## config.mk

```make
export PLATFORM = sky130hd
export DESIGN_NAME = sgw_walker
export DESIGN_NICKNAME = d
export VERILOG_FILES = /design/src/rtl/sgw_pkg.sv /design/src/rtl/sgw_keep_calc.sv /design/src/rtl/sgw_chan_flags.sv /design/src/rtl/sgw_walker.sv
export SDC_FILE = /design/constraint.sdc
export NUM_CORES = 1
export LEC_CHECK = 0
export BUFFER_PORTS_ARGS = -buffer_cell sky130_fd_sc_hd__clkbuf_2
export CORE_UTILIZATION = 50
export CTS_CLUSTER_SIZE = 8
export DETAILED_ROUTE_END_ITERATION = 6
export HOLD_SLACK_MARGIN = 0.05
export PLACE_DENSITY = 0.73
export SYNTH_ARGS = -nofsm -noshare
export SYNTH_HDL_FRONTEND = slang
export SYNTH_SLANG_ARGS = --single-unit
```

## constraint.sdc

```tcl
create_clock -name clk -period 6.8 [get_ports clk]
set_clock_uncertainty 0.2 [all_clocks]
set_input_delay 1.36 -clock clk [delete_from_list [all_inputs] [get_ports clk]]
set_output_delay 1.36 -clock clk [all_outputs]
set_load 0.05 [all_outputs]
```

## src/rtl/sgw_pkg.sv

```systemverilog
package sgw_pkg;
    localparam int WORD_W    = 32;
    localparam int OFS_LINK  = 'h00;
    localparam int OFS_BUF   = 'h08;
    localparam int OFS_CTRL  = 'h18;
    localparam int OFS_STAT  = 'h1C;
    localparam int OFS_APP   = 'h20;
    localparam int BIT_SOF   = 27;
    localparam int BIT_EOF   = 26;
    localparam int BIT_DONE  = 31;

    typedef enum logic [3:0] {
        ST_WAIT,
        ST_RD_LINK,
        ST_RD_BUF,
        ST_RD_CTRL,
        ST_RD_STAT,
        ST_RD_APP,
        ST_SEND_APP,
        ST_RD_DATA,
        ST_SEND_DATA,
        ST_WR_STAT
    } walk_state_e;
endpackage

```

## src/rtl/sgw_keep_calc.sv

```systemverilog
module sgw_keep_calc #(
    parameter int LEN_W  = 23,
    parameter int KEEP_W = 4
) (
    input  logic [LEN_W-1:0]  left_i,
    output logic [KEEP_W-1:0] keep_o,
    output logic              final_o
);
    assign final_o = (left_i <= LEN_W'(KEEP_W));

    for (genvar g = 0; g < KEEP_W; g++) begin : g_lane
        assign keep_o[g] = !final_o || (left_i > LEN_W'(g));
    end
endmodule

```

## src/rtl/sgw_chan_flags.sv

```systemverilog
module sgw_chan_flags (
    input  logic clk,
    input  logic rst_n,
    input  logic run_i,
    input  logic tail_wr_i,
    input  logic set_halt_i,
    input  logic set_idle_i,
    output logic halted_o,
    output logic idle_o
);
    logic run_q, halted_q, idle_q;
    logic halted_d, idle_d;
    logic run_rise;

    assign run_rise = run_i && !run_q;

    always_comb begin
        halted_d = halted_q;
        idle_d   = idle_q;
        if (run_rise) begin
            halted_d = 1'b0;
            idle_d   = 1'b0;
        end
        if (tail_wr_i) idle_d = 1'b0;
        if (set_halt_i) halted_d = 1'b1;
        if (set_idle_i) idle_d = 1'b1;
    end

    always_ff @(posedge clk) begin
        if (!rst_n) begin
            run_q    <= 1'b0;
            halted_q <= 1'b1;
            idle_q   <= 1'b0;
        end else begin
            run_q    <= run_i;
            halted_q <= halted_d;
            idle_q   <= idle_d;
        end
    end

    assign halted_o = halted_q;
    assign idle_o   = idle_q;

    AST_HALT_ON_CMD: assert property (@(posedge clk) disable iff (!rst_n)
        set_halt_i |=> halted_o);
    AST_IDLE_ON_TAIL: assert property (@(posedge clk) disable iff (!rst_n)
        set_idle_i |=> idle_o);
endmodule

```

## src/rtl/sgw_walker.sv

```systemverilog
module sgw_walker
    import sgw_pkg::*;
#(
    parameter int AW        = 32,
    parameter int LEN_W     = 23,
    parameter int APP_WORDS = 5
) (
    input  logic              clk,
    input  logic              rst_n,
    input  logic              run_i,
    input  logic              cur_wr_i,
    input  logic [AW-1:0]     cur_addr_i,
    input  logic              tail_wr_i,
    input  logic [AW-1:0]     tail_addr_i,
    output logic              mem_req_o,
    output logic              mem_we_o,
    output logic [AW-1:0]     mem_addr_o,
    output logic [WORD_W-1:0] mem_wdata_o,
    input  logic [WORD_W-1:0] mem_rdata_i,
    input  logic              mem_ack_i,
    output logic              ctl_tvalid_o,
    input  logic              ctl_tready_i,
    output logic [WORD_W-1:0] ctl_tdata_o,
    output logic              ctl_tlast_o,
    output logic              dat_tvalid_o,
    input  logic              dat_tready_i,
    output logic [WORD_W-1:0] dat_tdata_o,
    output logic [WORD_W/8-1:0] dat_tkeep_o,
    output logic              dat_tlast_o,
    output logic              halted_o,
    output logic              idle_o,
    output logic              done_o
);
    localparam int KEEP_W = WORD_W / 8;
    localparam int IDX_W  = $clog2(APP_WORDS);
    localparam logic [IDX_W-1:0] IDX_LAST = IDX_W'(APP_WORDS - 1);

    typedef struct packed {
        walk_state_e       st;
        logic [AW-1:0]     cur;
        logic [AW-1:0]     tail;
        logic [AW-1:0]     link;
        logic [AW-1:0]     bptr;
        logic              sof;
        logic              eof;
        logic [LEN_W-1:0]  len;
        logic [LEN_W-1:0]  left;
        logic [IDX_W-1:0]  idx;
        logic [WORD_W-1:0] word;
        logic              done;
    } walk_regs_t;

    walk_regs_t r_d, r_q;
    logic set_halt, set_idle;
    logic [KEEP_W-1:0] keep;
    logic last_beat;

    sgw_keep_calc #(.LEN_W(LEN_W), .KEEP_W(KEEP_W)) u_keep (
        .left_i  (r_q.left),
        .keep_o  (keep),
        .final_o (last_beat)
    );

    sgw_chan_flags u_flags (
        .clk        (clk),
        .rst_n      (rst_n),
        .run_i      (run_i),
        .tail_wr_i  (tail_wr_i),
        .set_halt_i (set_halt),
        .set_idle_i (set_idle),
        .halted_o   (halted_o),
        .idle_o     (idle_o)
    );

    always_comb begin
        r_d          = r_q;
        r_d.done     = 1'b0;
        set_halt     = 1'b0;
        set_idle     = 1'b0;
        mem_req_o    = 1'b0;
        mem_we_o     = 1'b0;
        mem_addr_o   = r_q.cur;
        mem_wdata_o  = '0;
        ctl_tvalid_o = 1'b0;
        dat_tvalid_o = 1'b0;
        if (tail_wr_i) r_d.tail = tail_addr_i;

        unique case (r_q.st)
            ST_WAIT: begin
                if (cur_wr_i) r_d.cur = cur_addr_i;
                else if (run_i && !halted_o && !idle_o) r_d.st = ST_RD_LINK;
            end
            ST_RD_LINK: begin
                mem_req_o  = 1'b1;
                mem_addr_o = r_q.cur + AW'(OFS_LINK);
                if (mem_ack_i) begin
                    r_d.link = mem_rdata_i[AW-1:0];
                    r_d.st   = ST_RD_BUF;
                end
            end
            ST_RD_BUF: begin
                mem_req_o  = 1'b1;
                mem_addr_o = r_q.cur + AW'(OFS_BUF);
                if (mem_ack_i) begin
                    r_d.bptr = mem_rdata_i[AW-1:0];
                    r_d.st   = ST_RD_CTRL;
                end
            end
            ST_RD_CTRL: begin
                mem_req_o  = 1'b1;
                mem_addr_o = r_q.cur + AW'(OFS_CTRL);
                if (mem_ack_i) begin
                    r_d.sof  = mem_rdata_i[BIT_SOF];
                    r_d.eof  = mem_rdata_i[BIT_EOF];
                    r_d.len  = mem_rdata_i[LEN_W-1:0];
                    r_d.left = mem_rdata_i[LEN_W-1:0];
                    r_d.st   = ST_RD_STAT;
                end
            end
            ST_RD_STAT: begin
                mem_req_o  = 1'b1;
                mem_addr_o = r_q.cur + AW'(OFS_STAT);
                if (mem_ack_i) begin
                    if (mem_rdata_i[BIT_DONE]) begin
                        set_halt = 1'b1;
                        r_d.st   = ST_WAIT;
                    end else if (r_q.sof) begin
                        r_d.idx = '0;
                        r_d.st  = ST_RD_APP;
                    end else if (r_q.left == '0) begin
                        r_d.st = ST_WR_STAT;
                    end else begin
                        r_d.st = ST_RD_DATA;
                    end
                end
            end
            ST_RD_APP: begin
                mem_req_o  = 1'b1;
                mem_addr_o = r_q.cur + AW'(OFS_APP) + (AW'(r_q.idx) << 2);
                if (mem_ack_i) begin
                    r_d.word = mem_rdata_i;
                    r_d.st   = ST_SEND_APP;
                end
            end
            ST_SEND_APP: begin
                ctl_tvalid_o = 1'b1;
                if (ctl_tready_i) begin
                    if (r_q.idx == IDX_LAST) begin
                        r_d.st = (r_q.left == '0) ? ST_WR_STAT : ST_RD_DATA;
                    end else begin
                        r_d.idx = r_q.idx + 1'b1;
                        r_d.st  = ST_RD_APP;
                    end
                end
            end
            ST_RD_DATA: begin
                mem_req_o  = 1'b1;
                mem_addr_o = r_q.bptr;
                if (mem_ack_i) begin
                    r_d.word = mem_rdata_i;
                    r_d.st   = ST_SEND_DATA;
                end
            end
            ST_SEND_DATA: begin
                dat_tvalid_o = 1'b1;
                if (dat_tready_i) begin
                    if (last_beat) begin
                        r_d.left = '0;
                        r_d.st   = ST_WR_STAT;
                    end else begin
                        r_d.left = r_q.left - LEN_W'(KEEP_W);
                        r_d.bptr = r_q.bptr + AW'(KEEP_W);
                        r_d.st   = ST_RD_DATA;
                    end
                end
            end
            ST_WR_STAT: begin
                mem_req_o   = 1'b1;
                mem_we_o    = 1'b1;
                mem_addr_o  = r_q.cur + AW'(OFS_STAT);
                mem_wdata_o = WORD_W'(r_q.len);
                mem_wdata_o[BIT_DONE] = 1'b1;
                if (mem_ack_i) begin
                    r_d.done = r_q.eof;
                    r_d.cur  = r_q.link;
                    if (r_q.cur == r_q.tail) begin
                        set_idle = 1'b1;
                        r_d.st   = ST_WAIT;
                    end else begin
                        r_d.st = ST_RD_LINK;
                    end
                end
            end
            default: r_d.st = ST_WAIT;
        endcase
    end

    always_ff @(posedge clk) begin
        if (!rst_n) begin
            r_q      <= '0;
            r_q.st   <= ST_WAIT;
        end else begin
            r_q <= r_d;
        end
    end

    assign ctl_tdata_o = r_q.word;
    assign ctl_tlast_o = (r_q.idx == IDX_LAST);
    assign dat_tdata_o = r_q.word;
    assign dat_tkeep_o = keep;
    assign dat_tlast_o = r_q.eof && last_beat;
    assign done_o      = r_q.done;

    AST_DAT_HOLD: assert property (@(posedge clk) disable iff (!rst_n)
        dat_tvalid_o && !dat_tready_i |=> dat_tvalid_o && $stable(dat_tdata_o) && $stable(dat_tkeep_o));
    AST_NO_REQ_STALL: assert property (@(posedge clk) disable iff (!rst_n)
        dat_tvalid_o |-> !mem_req_o);
    AST_CTL_HOLD: assert property (@(posedge clk) disable iff (!rst_n)
        ctl_tvalid_o && !ctl_tready_i |=> ctl_tvalid_o && $stable(ctl_tdata_o));
    AST_DONE_PULSE: assert property (@(posedge clk) disable iff (!rst_n)
        done_o |=> !done_o);
    AST_HALT_QUIET: assert property (@(posedge clk) disable iff (!rst_n)
        halted_o |-> !dat_tvalid_o && !ctl_tvalid_o && !mem_req_o);
    AST_KEEP_LOW: assert property (@(posedge clk) disable iff (!rst_n)
        dat_tvalid_o |-> dat_tkeep_o[0]);
endmodule

```

==> impl_metrics.json, run 1 <==
{
  "fraction_of_final_layout_cells_sized_beyond_drive_strength_1_pct": 17.47,
  "synth-xor-area-share_pct": 2.867,
  "clock_latency_ns": 0.56,
  "grt_overflow": 0,
  "crit_path_end_kind": "output port",
  "maximum_number_of_pins_on_one_net_before_global_route_repair": 166,
  "cp_data_arrival_time_ns": 4.40,
  "cts.sink_count": 219,
  "port-buffer-count": 236,
  "post_synth.cell_area_avg_um2": 7.507,
  "via_per_inst": 6.334,
  "drc": 0,
  "postRouteAntennaNets": 0,
  "grt_usage_pct": 35.20,
  "synth_mux_area_share_pct": 5.124,
  "finalCritPeriodShare_pct": 87.58,
  "reg2reg_slack_ns": 3.13,
  "dp_slack_ns": 1.512,
  "die_w_um": 164.1,
  "final_nets": 1957,
  "drtPass1Iterations": 6,
  "initial_utilization_pct": 51.58,
  "reg2regPathDepth": 5,
  "path_clk_slew_ns": 0.05,
  "cts_tree": "built",
  "type_of_origin_of_the_critical_path": "register",
  "synth-edff-count": 0,
  "initial_antenna_violation_count": 1,
  "setup_slack_ns": 0.8444,
  "worst_hold_path_type": "register to register",
  "fillCellCount": 2447,
  "outcome": "finished, final reports clean",
  "critPathLaunch": "r_q[212]",
  "cts-resized-gates": 0,
  "synth-adder-area-share_pct": 1.105,
  "worst_ir_drop_vdd_uv": 248.3,
  "root_buffer": "clkbuf_16",
  "yosys_warnings": 0,
  "power_density_mw_per_mm2": 272.8,
  "area_fraction_in_and_or_nand_and_nor_cells_after_synthesis_pct": 25.72,
  "cell_area_synth_mm2": 0.01314,
  "wl_mm": 48.52,
  "setup_repair_after_global_routing_missed_its_margin": "false",
  "timing.rr.start": "r_q[212]",
  "max_slew.worst_pin.slew_ns": 1.061,
  "finalSetupViolCount": 0,
  "fin_crit_ns": 5.956,
  "area.growth.synth_to_final_pct": 11.38,
  "yosysSeqAreaShare_pct": 33.37,
  "worst-path-max-fanout": 22,
  "drv_slew": 0,
  "commonest_cells_after_routing_fill_and_taps_aside": "nand2_1 (308), clkbuf_2 (236), dfxtp_1 (219)",
  "grt_pass1_wl_mm": 72.55,
  "ctsHtreeMaxLevel": 1,
  "synthDistinctLibCells": 89,
  "final_common_cell": "nand2_1",
  "cts_inserted_buffers": 31,
  "clk_path_buf_depth": 3,
  "post_route_setup_tns_ns": 0,
  "dieHeight_um": 164.1,
  "gp_congestion": 0.9889,
  "rr_endpoint": "r_q[51]",
  "routed-via-count": 13763,
  "timing_worst_setup_path_type": "register to output port",
  "ctsHoldBuffers": 0,
  "ioPinCount": 245,
  "timing_hold_violations_final": 0,
  "antenna_cells": 0,
  "first_global_vias": 12414,
  "syn_inst": 1750,
  "clock.fmax_mhz": 167.9,
  "drt_iter0_markers": 1602,
  "timing.slew.headroom_pct": 29.08,
  "async_flop_share_pct": 0,
  "std_cell_rows": 58,
  "leakagePower_nw": 5.795,
  "wl_per_cell_um": 22.33,
  "cap_viol_max_count": 0,
  "cts.repair_timing.setup_buffer_count": 0,
  "largest_family_of_logic_cells_by_synthesized_area": "simple AND/OR/NAND/NOR gates",
  "postSynthRegisterBits": 219,
  "die_area_mm2": 0.02693,
  "cp-endpoint": "mem_addr_o[27]",
  "synth-compound-area-share_pct": 22.67,
  "dp.final_hpwl_mm": 34.23,
  "worst_ep_required_time_ns": 5.24,
  "core_region_area_mm2": 0.02547,
  "synth_flop_type": "dfxtp_1"
}
[sequential cells by signal, indices dropped and copies added (netlist names)]
register / count
u_flags.run_q: 1
ctl_tdata_o: 32
u_flags.idle_o: 1
done_o: 1
u_flags.halted_o: 1
r_q: 183
[cell families (layout without fill, tap and decap cells)]
group	after synthesis	after routing
other	1	8
and+or+nand+nor	715	715
muxes	67	67
buffers and inverters	225	311
adders and majority gates	11	11
AOI/OAI and AO/OA	469	469
xor gates and xnor gates	43	43
DFF	219	219
[Yosys cell counts, drive strengths merged (29+ instances only)]
library cell	n	area share (%)
nand2	310	8.9
and2	31	1.5
mux2i	65	5.0
a31oi	29	1.4
nor3	46	1.9
xor2	39	2.6
a211oi	41	2.3
nor2	140	4.0
clkbuf	93	2.8
dfxtp	219	33
nand3	50	1.9
o21ai	61	2.4
a21oi	186	7.2
buf	110	5.7
[critical path, stage by stage, from the launching register on]
cell	delay, ns
dfxtp_1	0.74
nor4bb_1	0.97
xor2_1	0.14
ha_1	0.23
a21oi_1	0.60
o22a_1	0.36
o22ai_1	0.15
a221oi_1	0.28
a21oi_1	0.09
clkbuf_2	0.26
[routing by layer]
metal | up-vias | share of wire [%] | track usage [%]
met3 | 132 | 9.7 | 5.455
li1 | 6339 | - | -
met4 | 2 | 4.7 | 16.16
met2 | 842 | 44 | 54.99
met5 | - | 0.025 | 0
met1 | 6448 | 42 | 47.52
[worst min-delay path by stage]
stage	startpoint	end	slack (ns)	cells after the start
2_1_floorplan	r_q[81]	r_q[81]	0.23	2
3_3_place_gp	r_q[76]	r_q[76]	0.24	2
3_5_place_dp	r_q[71]	r_q[71]	0.24	2
4_1_cts	r_q[71]	r_q[71]	0.25	2
5_1_grt	r_q[142]	r_q[142]	0.27	2
6_report	r_q[71]	r_q[71]	0.25	2
[area by class of cell]
| class | instances | area (µm²) | share of cell area (%) |
|---|---|---|---|
| Sequential cell | 219 | 4384 | 29.96 |
| Multi-Input combinational cell | 1313 | 7600 | 51.94 |
| Tap cell | 330 | 412.9 | 2.822 |
| Clock buffer | 32 | 789.5 | 5.395 |
| Clock inverter | 2 | 25.02 | 0.1710 |
| Inverter | 22 | 85.08 | 0.5814 |
| Timing Repair Buffer | 255 | 1336 | 9.132 |
[per-stage QoR]
stage | utilization, % | std cells | power (W) | hold WS [ns] | area, µm²
3_3_place_gp | 54.25 | 2139 | 0.002617 | 0.2383 | 13820
4_1_cts | 57.45 | 2173 | 0.003981 | 0.2499 | 14630
3_5_place_dp | 54.25 | 2139 | 0.002628 | 0.2449 | 13820
2_1_floorplan | - | 1757 | 0.002285 | 0.2291 | 13160
6_report | 57.45 | 2173 | 0.003991 | 0.2521 | 14630
5_1_grt | 57.45 | 2173 | 0.004129 | 0.2695 | 14630
[power by group]
| group | internal, W | switching (W) | leakage (nW) |
|---|---|---|---|
| clock | 0.000808 | 0.000554 | 0.403 |
| sequential | 0.00138 | 0.000246 | 1.78 |
| combinational | 0.000309 | 0.000691 | 3.61 |
| total | 0.00250 | 0.00149 | 5.80 |
Power figures use the tool's default switching activity.
==> inputs of run 2 (changes only) <==
Settings changed: CORE_UTILIZATION 50 to 47, PLACE_DENSITY 0.73 to 0.69.
==> run 2 against run 1 <==
Net effect: the flow now finishes with violations (DRC); global-route usage is 1.9 points lower; utilization is 3.5 points lower; combinational power hardly changed; flip-flop and latch count stayed put; power is 0.20% higher; largest power group unchanged; first-iteration DRC count is 5.7% lower; design area is 0.16% higher; critical path type unchanged.
==> impl_metrics.json, run 2 (synthesis results as in run 1) <==
{
  "power.switching_fraction_pct": 37.71,
  "cts_inserted_buffers": 31,
  "grt_use_met3_pct": 5.387,
  "critPathSlowestCell": "nor4bb_1",
  "grt_usage_pct": 33.29,
  "timing_worst_setup_path_type": "register to output port",
  "timing_hold_violations_final": 0,
  "power.switching_w": 0.001508,
  "clock.fmax_mhz": 165.2,
  "fillCellCount": 2693,
  "finalSetupViolCount": 0,
  "timing.hold.worst_path_depth": 2,
  "path_clk_slew_ns": 0.05,
  "via_per_inst": 6.079,
  "fraction_of_final_layout_cells_sized_beyond_drive_strength_1_pct": 17.32,
  "maximum_number_of_pins_on_one_net_before_global_route_repair": 126,
  "routed-via-count": 13465,
  "internal_power_w": 0.002491,
  "drt_iter0_markers": 1510,
  "layout.area.seq_mm2": 0.004384,
  "timing.rr.start": "r_q[213]",
  "cp_data_arrival_time_ns": 4.49,
  "rr_endpoint": "r_q[51]",
  "clk_path_buf_depth": 3,
  "grt_overflow": 0,
  "power_density_mw_per_mm2": 272.9,
  "reg2regPathDepth": 5,
  "worstHoldEndpoint": "r_q[77]",
  "final-instance-count-excl-fill": 2215,
  "wl_per_cell_um": 22.16,
  "wl_mm": 49.09,
  "first_global_vias": 12230,
  "power.share.sequential_pct": 40.6,
  "cts_tree": "built",
  "cts-resized-gates": 0,
  "worst_ir_drop_vdd_uv": 178.6,
  "hold_path.startpoint": "r_q[77]",
  "cap_viol_max_count": 0,
  "final_common_cell": "nand2_1",
  "leakagePower_nw": 5.776,
  "ctsHoldBuffers": 0,
  "finalCritPeriodShare_pct": 89.01,
  "die_w_um": 169.2,
  "fin_crit_ns": 6.053,
  "die_area_mm2": 0.02863,
  "clock_power_share_pct": 34.2,
  "initial_utilization_pct": 48.34,
  "place.detailed.instances": 2179,
  "root_buffer": "clkbuf_16",
  "smallest_hold_slack_ns": 0.2560,
  "cells_along_the_critical_path": "nor4bb_1 > xor2_1 > ha_1 > a21oi_1 > nor2_1 > o211a_1 > and3_1 > o21ai_0 > clkbuf_2",
  "setup_slack_ns": 0.7474,
  "std_cell_rows": 60,
  "drc": 2,
  "final_nets": 1955,
  "number_of_flip_flops_under_the_largest_register_name": 183,
  "timing.slew.headroom_pct": 16.78,
  "initial_antenna_violation_count": 1,
  "core_region_area_mm2": 0.02718,
  "postRouteAntennaNets": 0,
  "dieHeight_um": 169.2,
  "ctsHtreeMaxLevel": 1,
  "type_of_origin_of_the_critical_path": "register",
  "area.growth.synth_to_final_pct": 11.56,
  "violations": "DRC",
  "gp_congestion": 0.9474,
  "post_route_setup_tns_ns": 0,
  "dp.final_hpwl_mm": 34.61,
  "port-buffer-count": 236,
  "setup_repair_after_global_routing_missed_its_margin": "false",
  "ioPinCount": 245,
  "registers.top_by_ff_count": "r_q",
  "worst_hold_path_type": "register to register",
  "power.combinational.fraction_pct": 25.2,
  "dp_slack_ns": 1.470,
  "global_route.peak_usage_layer": "met2",
  "grtUsageMet1_pct": 45.73,
  "worst_ep_required_time_ns": 5.24,
  "cts.repair_timing.setup_buffer_count": 0,
  "use_met2_pct": 52.48,
  "multiInputGateArea_mm2": 0.007600,
  "worst-path-max-fanout": 23,
  "clock_latency_ns": 0.57,
  "drv_slew": 0,
  "commonest_cells_after_routing_fill_and_taps_aside": "nand2_1 (308), clkbuf_2 (236), dfxtp_1 (219)",
  "drtPass1Iterations": 7,
  "outcome": "finished, violations left",
  "critPathMaxStageDelay_ns": 0.91,
  "max_slew.worst_pin.slew_ns": 1.237,
  "cts.sink_count": 219,
  "reg2reg_slack_ns": 3.27,
  "grt_pass1_wl_mm": 73.13,
  "crit_path_end_kind": "output port"
}
[run 2: cell count changes in the layout (fill, tap and decap cells not counted)]
cell      change
clkbuf_8      -1
diode_2       +1
inv_6         +1
clkbuf_1      +2
buf_12        -1
buf_4         -1
inv_4         -1
[run 2: layout make-up]
class / count / area share (%)
multi-input combinational: 1313 / 51.85
sequential: 219 / 29.91
tap: 372 / 3.176
antenna: 1 / 0.01707
timing repair buffer: 253 / 8.929
inverter: 22 / 0.5976
clock inverter: 2 / 0.1707
clock buffer: 33 / 5.344
[run 2: critical path: cells and delay by family, from the launching register on]
family | cells | cell delay, ns
AO/OA/AOI/OAI | 3 | 1.09
XOR/XNOR | 1 | 0.14
adder cells (fa/ha/maj) | 1 | 0.25
flip-flops | 1 | 0.80
AND/OR/NAND/NOR | 3 | 1.28
buffers and inverters | 1 | 0.35
[run 2: power groups by stage]
stage	registers [W]	logic (W)	clock network, W
floorplan	0.00146	0.000822	0
global placement	0.00164	0.000989	0
detailed placement	0.00164	0.000994	0
CTS	0.00161	0.000997	0.00137
global route	0.00163	0.00108	0.00142
finish	0.00162	0.00101	0.00137
[run 2: metal layers]
| layer | share of wire (%) | up-vias | wire length (µm) |
|---|---|---|---|
| met1 | 42 | 6209 | 20780 |
| met4 | 3.8 | 0 | 1882 |
| met2 | 44 | 778 | 21840 |
| met5 | 0 | - | 0 |
| met3 | 9.3 | 117 | 4586 |
| li1 | - | 6361 | - |
[run 2: worst max path at each step]
stage	start	endpoint	slack, ns	cells after the start
final	r_q[213]	mem_addr_o[11]	0.75	9
after floorplan	r_q[212]	mem_addr_o[25]	1.70	8
after global routing	r_q[213]	mem_addr_o[12]	0.51	6
after detailed placement	r_q[213]	mem_addr_o[11]	1.47	9
after global placement	r_q[213]	mem_addr_o[11]	1.58	9
after CTS	r_q[213]	mem_addr_o[11]	0.86	9
[run 2: metrics by stage]
stage,util (%),cell area [µm²],power [W]
2_1_floorplan,-,13160,0.002285
3_5_place_dp,50.95,13850,0.002633
3_3_place_gp,50.95,13850,0.002626
4_1_cts,53.92,14650,0.003985
5_1_grt,53.92,14650,0.004137
6_report,53.93,14660,0.003999
